--- config.mk ---
export PLATFORM = sky130hd
export DESIGN_NAME = lcdt_sync_gen
export DESIGN_NICKNAME = d
export VERILOG_FILES = /design/src/rtl/lcdt_pkg.sv /design/src/rtl/lcdt_wrap_counter.sv /design/src/rtl/lcdt_byte_ser.sv /design/src/rtl/lcdt_sync_gen.sv
export SDC_FILE = /design/constraint.sdc
export NUM_CORES = 1
export LEC_CHECK = 0
export ABC_AREA = 1
export BUFFER_PORTS_ARGS = -buffer_cell sky130_fd_sc_hd__buf_2
export CELL_PAD_IN_SITES_DETAIL_PLACEMENT = 1
export CELL_PAD_IN_SITES_GLOBAL_PLACEMENT = 2
export CORE_ASPECT_RATIO = 0.75
export CORE_MARGIN = 2
export CORE_UTILIZATION = 29
export DETAILED_ROUTE_END_ITERATION = 6
export GPL_TIMING_DRIVEN = 0
export HOLD_SLACK_MARGIN = 0.03
export PLACE_DENSITY = 0.85
export SLEW_MARGIN = 20
export SYNTH_ARGS = -nofsm -noshare
export SYNTH_HDL_FRONTEND = slang
export SYNTH_SLANG_ARGS = --single-unit
--- constraint.sdc ---
create_clock -name clk -period 2.8 [get_ports clk]
set_clock_uncertainty 0.15 [all_clocks]
set_input_delay 0.14 -clock clk [delete_from_list [all_inputs] [get_ports clk]]
set_output_delay 0.14 -clock clk [all_outputs]
set_load 0.005 [all_outputs]
--- src/rtl/lcdt_pkg.sv ---
package lcdt_pkg;

    typedef enum logic {
        ST_IDLE = 1'b0,
        ST_RUN  = 1'b1
    } lcdt_state_t;

    // clocks per pixel for a bus mode; 2'b11 aliases 2'b00
    function automatic logic [1:0] cpp_of(input logic [1:0] m);
        case (m)
            2'b01:   return 2'd2;
            2'b10:   return 2'd3;
            default: return 2'd1;
        endcase
    endfunction

    // first-pixel delay added for the external converter pipeline
    function automatic logic [2:0] corr_of(input logic [1:0] m,
                                           input logic [2:0] c16,
                                           input logic [2:0] c24);
        case (m)
            2'b01:   return c16;
            2'b10:   return c24;
            default: return 3'd0;
        endcase
    endfunction

endpackage

--- src/rtl/lcdt_wrap_counter.sv ---
module lcdt_wrap_counter #(
    parameter int W = 10
) (
    input  logic         clk,
    input  logic         rst_n,
    input  logic         clr,
    input  logic         step,
    input  logic [W-1:0] last,
    output logic [W-1:0] cnt,
    output logic         at_last
);
    assign at_last = (cnt == last);

    always_ff @(posedge clk or negedge rst_n) begin
        if (!rst_n)
            cnt <= '0;
        else if (clr)
            cnt <= '0;
        else if (step)
            cnt <= at_last ? '0 : cnt + W'(1);
    end
endmodule

--- src/rtl/lcdt_byte_ser.sv ---
module lcdt_byte_ser (
    input  logic        clk,
    input  logic        rst_n,
    input  logic        win,
    input  logic [1:0]  cpp,
    input  logic [23:0] pixel,
    output logic [7:0]  byte_out,
    output logic        last_byte
);
    logic [1:0] phase;
    logic [1:0] idx;

    assign last_byte = (phase == cpp - 2'd1);
    assign idx       = cpp - 2'd1 - phase;

    always_ff @(posedge clk or negedge rst_n) begin
        if (!rst_n)
            phase <= 2'd0;
        else if (!win || last_byte)
            phase <= 2'd0;
        else
            phase <= phase + 2'd1;
    end

    always_comb begin
        case (idx)
            2'd2:    byte_out = pixel[23:16];
            2'd1:    byte_out = pixel[15:8];
            default: byte_out = pixel[7:0];
        endcase
    end
endmodule

--- src/rtl/lcdt_sync_gen.sv ---
module lcdt_sync_gen
    import lcdt_pkg::*;
#(
    parameter int H_ACT   = 320,
    parameter int H_TOT   = 336,
    parameter int H_SYNC  = 2,
    parameter int H_LEAD  = 7,
    parameter int V_ACT   = 240,
    parameter int V_BLANK = 4,
    parameter int CORR16  = 3,
    parameter int CORR24  = 5
) (
    input  logic        clk,
    input  logic        rst_n,
    input  logic        enable,
    input  logic [1:0]  mode,
    input  logic [23:0] pixel_in,
    output logic        hsync_n,
    output logic        vsync_n,
    output logic        data_valid,
    output logic [15:0] data_out,
    output logic        pixel_next,
    output logic        frame_start
);
    localparam int HW    = $clog2(H_TOT * 3 + 1);
    localparam int V_TOT = V_ACT + V_BLANK;
    localparam int V_TOP = V_BLANK / 2;
    localparam int VW    = $clog2(V_TOT + 1);

    lcdt_state_t state, state_nx;
    logic [1:0]    mode_q;
    logic          fs_q;
    logic [1:0]    cpp;
    logic [2:0]    corr;
    logic [HW-1:0] h_last, h_sync_end, h_start, h_stop, h_cnt;
    logic [VW-1:0] v_cnt;
    logic          h_wrap, v_wrap, h_win, line_act, run, last_byte;
    logic [7:0]    ser_byte;

    assign run  = (state == ST_RUN);
    assign cpp  = cpp_of(mode_q);
    assign corr = corr_of(mode_q, 3'(CORR16), 3'(CORR24));

    assign h_last     = HW'(H_TOT) * HW'(cpp) - HW'(1);
    assign h_sync_end = HW'(H_SYNC) * HW'(cpp);
    assign h_start    = HW'(H_LEAD) * HW'(cpp) + HW'(corr);
    assign h_stop     = h_start + HW'(H_ACT) * HW'(cpp);

    // state transitions
    always_comb begin
        state_nx = state;
        unique case (state)
            ST_IDLE: if (enable)  state_nx = ST_RUN;
            ST_RUN:  if (!enable) state_nx = ST_IDLE;
        endcase
    end

    // state register, mode capture, frame-start marker
    always_ff @(posedge clk or negedge rst_n) begin
        if (!rst_n) begin
            state  <= ST_IDLE;
            mode_q <= 2'b00;
            fs_q   <= 1'b0;
        end else begin
            state <= state_nx;
            if (state == ST_IDLE)
                mode_q <= mode;
            fs_q <= (state_nx == ST_RUN) &&
                    ((state == ST_IDLE) || (h_wrap && v_wrap));
        end
    end

    lcdt_wrap_counter #(.W(HW)) u_hcnt (
        .clk(clk), .rst_n(rst_n), .clr(!run), .step(1'b1),
        .last(h_last), .cnt(h_cnt), .at_last(h_wrap)
    );

    lcdt_wrap_counter #(.W(VW)) u_vcnt (
        .clk(clk), .rst_n(rst_n), .clr(!run), .step(h_wrap),
        .last(VW'(V_TOT - 1)), .cnt(v_cnt), .at_last(v_wrap)
    );

    assign h_win    = run && (h_cnt >= h_start) && (h_cnt < h_stop);
    assign line_act = (v_cnt >= VW'(V_TOP)) && (v_cnt < VW'(V_TOP + V_ACT));

    lcdt_byte_ser u_ser (
        .clk(clk), .rst_n(rst_n), .win(h_win), .cpp(cpp),
        .pixel(pixel_in), .byte_out(ser_byte), .last_byte(last_byte)
    );

    // outputs
    always_comb begin
        hsync_n     = 1'b1;
        vsync_n     = 1'b1;
        data_valid  = 1'b0;
        data_out    = 16'h0000;
        pixel_next  = 1'b0;
        frame_start = fs_q;
        if (run) begin
            hsync_n    = !(h_cnt < h_sync_end);
            vsync_n    = !((v_cnt == '0) && (h_cnt < h_sync_end));
            data_valid = h_win && line_act;
            if (data_valid) begin
                data_out   = (cpp == 2'd1) ? pixel_in[15:0] : {8'h00, ser_byte};
                pixel_next = last_byte;
            end
        end
    end
endmodule

==> PnR_summary.wiki <==
{| class="wikitable"
! Metric !! Value
|-
| Detailed-routing iteration count for the pre-antenna-repair pass || 4
|-
| Number of enable flip-flop cells after synthesis || 0
|-
| Maximum count of clock buffers along a single path || 2
|-
| Cells along the critical path || ha_4 -> clkbuf_16 -> inv_6 -> ha_4 -> nand2_4 -> nor2_4 -> nand2_2 -> nand4_1 -> nand4_4 -> clkbuf_16 -> nor2_4 -> buf_2
|-
| Final setup fails || 16
|-
| Violations in the final reports || setup timing
|-
| Die H || 76.0 um
|-
| Remaining antenna violation count || 0
|-
| Drt total wl || 6830 um
|-
| Total number of H-tree levels || 1
|-
| Clock Latency Late Sink || 0.27 ns
|-
| Startpoint of the lowest-slack register-to-register path || mode_q[1]
|-
| Final cell count without fillers || 434
|-
| CTS tree || done
|-
| Relative slew slack || 0.616
|-
| Fraction of post-synthesis cell area in the top cell type by area || 0.299
|-
| Worst Tran Pin Value || 0.577 ns
|-
| Max Cap Viol || 0
|-
| CORE AREA || 6770 sq um
|-
| Post-synthesis area per instance || 7.32 sq um
|-
| Min-delay worst type || in -> async
|-
| Most area-consuming cells after synthesis || dfrtp_1 30%, ha_1 13%, nand2_1 11%, nor2_1 7.1%, inv_1 6.7%
|-
| Diode count || 0
|-
| Cells after DPL || 407
|-
| CTS Sinks || 24
|-
| Maximum operating frequency || 347 MHz
|-
| Setup slack after layout || -0.0848 ns
|-
| Hold Violations, Final || 0
|-
| Grt total ovfl || 0
|-
| Element type at the critical path start || register
|-
| Maximum vdd ir drop || 0.173 mV
|-
| Clock transition at the registers of the reported paths || 0.09 ns
|-
| Yosys Warn Count || 0
|-
| Total Routing Usage GR || 0.171
|-
| Iteration-0 DRC Markers || 71
|-
| Number of nets in the layout || 401
|-
| Total Die Area || 7610 sq um
|-
| Number of global-route vias before repair || 2130
|-
| Type of element capturing the critical path || output port
|-
| Site row count || 26
|-
| Cell with the most instances after synthesis || nand2_1
|-
| Worst path arrival time || 2.59 ns
|-
| Via count || 2068
|-
| Gate Count Post-Synth || 274
|-
| Clock root buffer || clkbuf_8
|-
| Pwr/cell area || 362 nW/um^2
|-
| Ports || 50
|-
| Largest stage delay, worst path || 0.44 ns
|-
| Pin count of the biggest net entering global routing || 25
|-
| Shortest period the worst path allows || 2.88 ns
|-
| Maximum fanout along the worst path || 6
|-
| Detail Placement HPWL || 4440 um
|-
| Initial antenna violation count || 0
|-
| Post-place setup slack || -0.196 ns
|-
| Post-Syn Area || 2010 sq um
|-
| Post-synthesis sequential area ratio || 0.299
|-
| Worst setup path startpoint || mode_q[1]
|-
| Number of buffers created by CTS || 3
|-
| Proportion of layout cells with a drive suffix above 1 || 0.369
|-
| Static leakage || 1.49 nW
|-
| First-pass GRT wire length || 10500 um
|-
| Residual DRC count || 0
|-
| Number of different library cells in the post-synthesis netlist || 30
|-
| Most common library cells after synthesis || 59 x nand2_1, 38 x nor2_1, 36 x inv_1, 24 x dfrtp_1, 21 x ha_1
|-
| Layout overhead on the synthesized area || 46.6%
|-
| Die extent in x || 100 um
|-
| Share of synthesized flip-flops with an asynchronous set or reset || 1.00
|-
| Port-buffer cells || 49
|-
| Critical path type || reg -> out
|-
| Routability congestion estimate || 0.812
|-
| Synth Register Bits || 24
|-
| DR WL/cell || 15.7 um
|-
| Total nets after synthesis || 324
|-
| Dominant register cell in the synthesized netlist || dfrtp_1
|-
| Number of fill cells || 831
|-
| Final clock period utilization by the worst path || 1.03
|-
| Vias per Instance || 4.76
|-
| Status || finished with violations
|-
| Post-synthesis cell type with the largest combined area || dfrtp_1
|-
| Worst path slowest cell || dfrtp_1
|-
| Total count of max-transition violations in the final report || 0
|-
| Initial core utilization || 0.297
|-
| Unrepaired setup endpoints after global routing || yes
|-
| Required @ worst endpoint || 2.51 ns
|}
==> critical path, delay by kind of cell (launching register included) <==
family	cells	cell delay [ns]
fa+ha+maj	2	0.58
buf+inv	4	0.53
flops	1	0.44
simple gates	6	0.74
==> cell type report <==
type                       count  area, sq um  area share
inverter                      37          144      0.0489
tap                           84          105      0.0357
multi-input combinational    204         1450       0.491
buffer                         7         76.3      0.0259
timing repair buffer          74          515       0.175
sequential                    24          601       0.204
clock buffer                   4         55.1      0.0187
==> per-stage QoR <==
step	cell area [sq um]	hold slack, ns	utilization	power (mW)	setup TNS (ns)
detailed placement	2360	0.0221	0.348	0.644	-2.34
CTS	2730	0.260	0.403	0.975	0
finish	2940	0.239	0.435	1.07	-0.619
global route	2940	0.301	0.435	1.13	-2.69
floorplan	2010	-0.306	-	0.555	0
global placement	2360	0.0125	0.348	0.635	-2.37
==> layer usage <==
layer  GRT usage  wire [um]  up-vias
met5           0          0        -
met4      0.0329         36        0
met3      0.0248        161        4
met2       0.266       3330       21
met1       0.254       3300     1012
li1            -          -     1031
==> timing repair <==
action | in CTS | in global routing
hold endpoints to repair | 28 | 0
endpoints found under the setup margin | 19 | 18
hold buffers | 4 | 0
pin swaps | 7 | 9
buffers inserted | 13 | 7
gates cloned | 1 | 0
gates resized for setup | 32 | 39
==> sequential cells by signal (all words and copies together), names as in the netlist <==
signal,flops
u_ser.phase,2
frame_start,1
u_vcnt.cnt,8
run,1
u_hcnt.cnt,10
mode_q,2
==> cell families after synthesis <==
family	count (synthesis)	synth area share
fa+ha+maj	21	0.131
simple gates	144	0.330
compound gates	26	0.0823
xor+xnor	5	0.0218
buf+inv	46	0.0960
mux	8	0.0399
flops	24	0.299
==> report_power, final <==
group	switching [mW]	internal, mW
clock network	0.117	0.126
logic	0.232	0.216
registers	0.0157	0.360
total	0.365	0.701
==> final timing paths <==
| kind | endpoint | slack [ns] | cells after the start |
|---|---|---|---|
| worst max register to register | frame_start | 0.37 | 12 |
| worst max-delay path | data_out[11] | -0.08 | 12 |
| max in group asynchronous | u_hcnt.cnt[4] | 1.87 | 2 |
| worst min register to register | u_hcnt.cnt[0] | 0.35 | 1 |
| worst min-delay path | u_vcnt.cnt[4] | 0.24 | 2 |
| min in group clk | u_hcnt.cnt[0] | 0.35 | 1 |
==> cells in the final DEF (no fill, tap or decap), types with 2 or more instances in the layout <==
| cell | count |
|---|---|
| a21oi_1 | 6 |
| a22o_1 | 8 |
| buf_12 | 2 |
| buf_2 | 50 |
| buf_4 | 11 |
| buf_6 | 11 |
| clkbuf_16 | 2 |
| clkbuf_8 | 4 |
| dfrtp_1 | 24 |
| dlygate4sd3_1 | 4 |
| ha_1 | 15 |
| ha_4 | 6 |
| inv_1 | 30 |
| inv_2 | 6 |
| mux2i_1 | 3 |
| mux2i_2 | 3 |
| mux2i_4 | 2 |
| nand2_1 | 56 |
| nand2_2 | 4 |
| nand3_1 | 11 |
| nand3b_1 | 2 |
| nand4_1 | 6 |
| nor2_1 | 29 |
| nor2_2 | 6 |
| nor2_4 | 15 |
| nor3_1 | 7 |
| nor3b_1 | 3 |
| o21ai_0 | 10 |
| xor2_1 | 2 |
(Power assumes the default switching activity.)
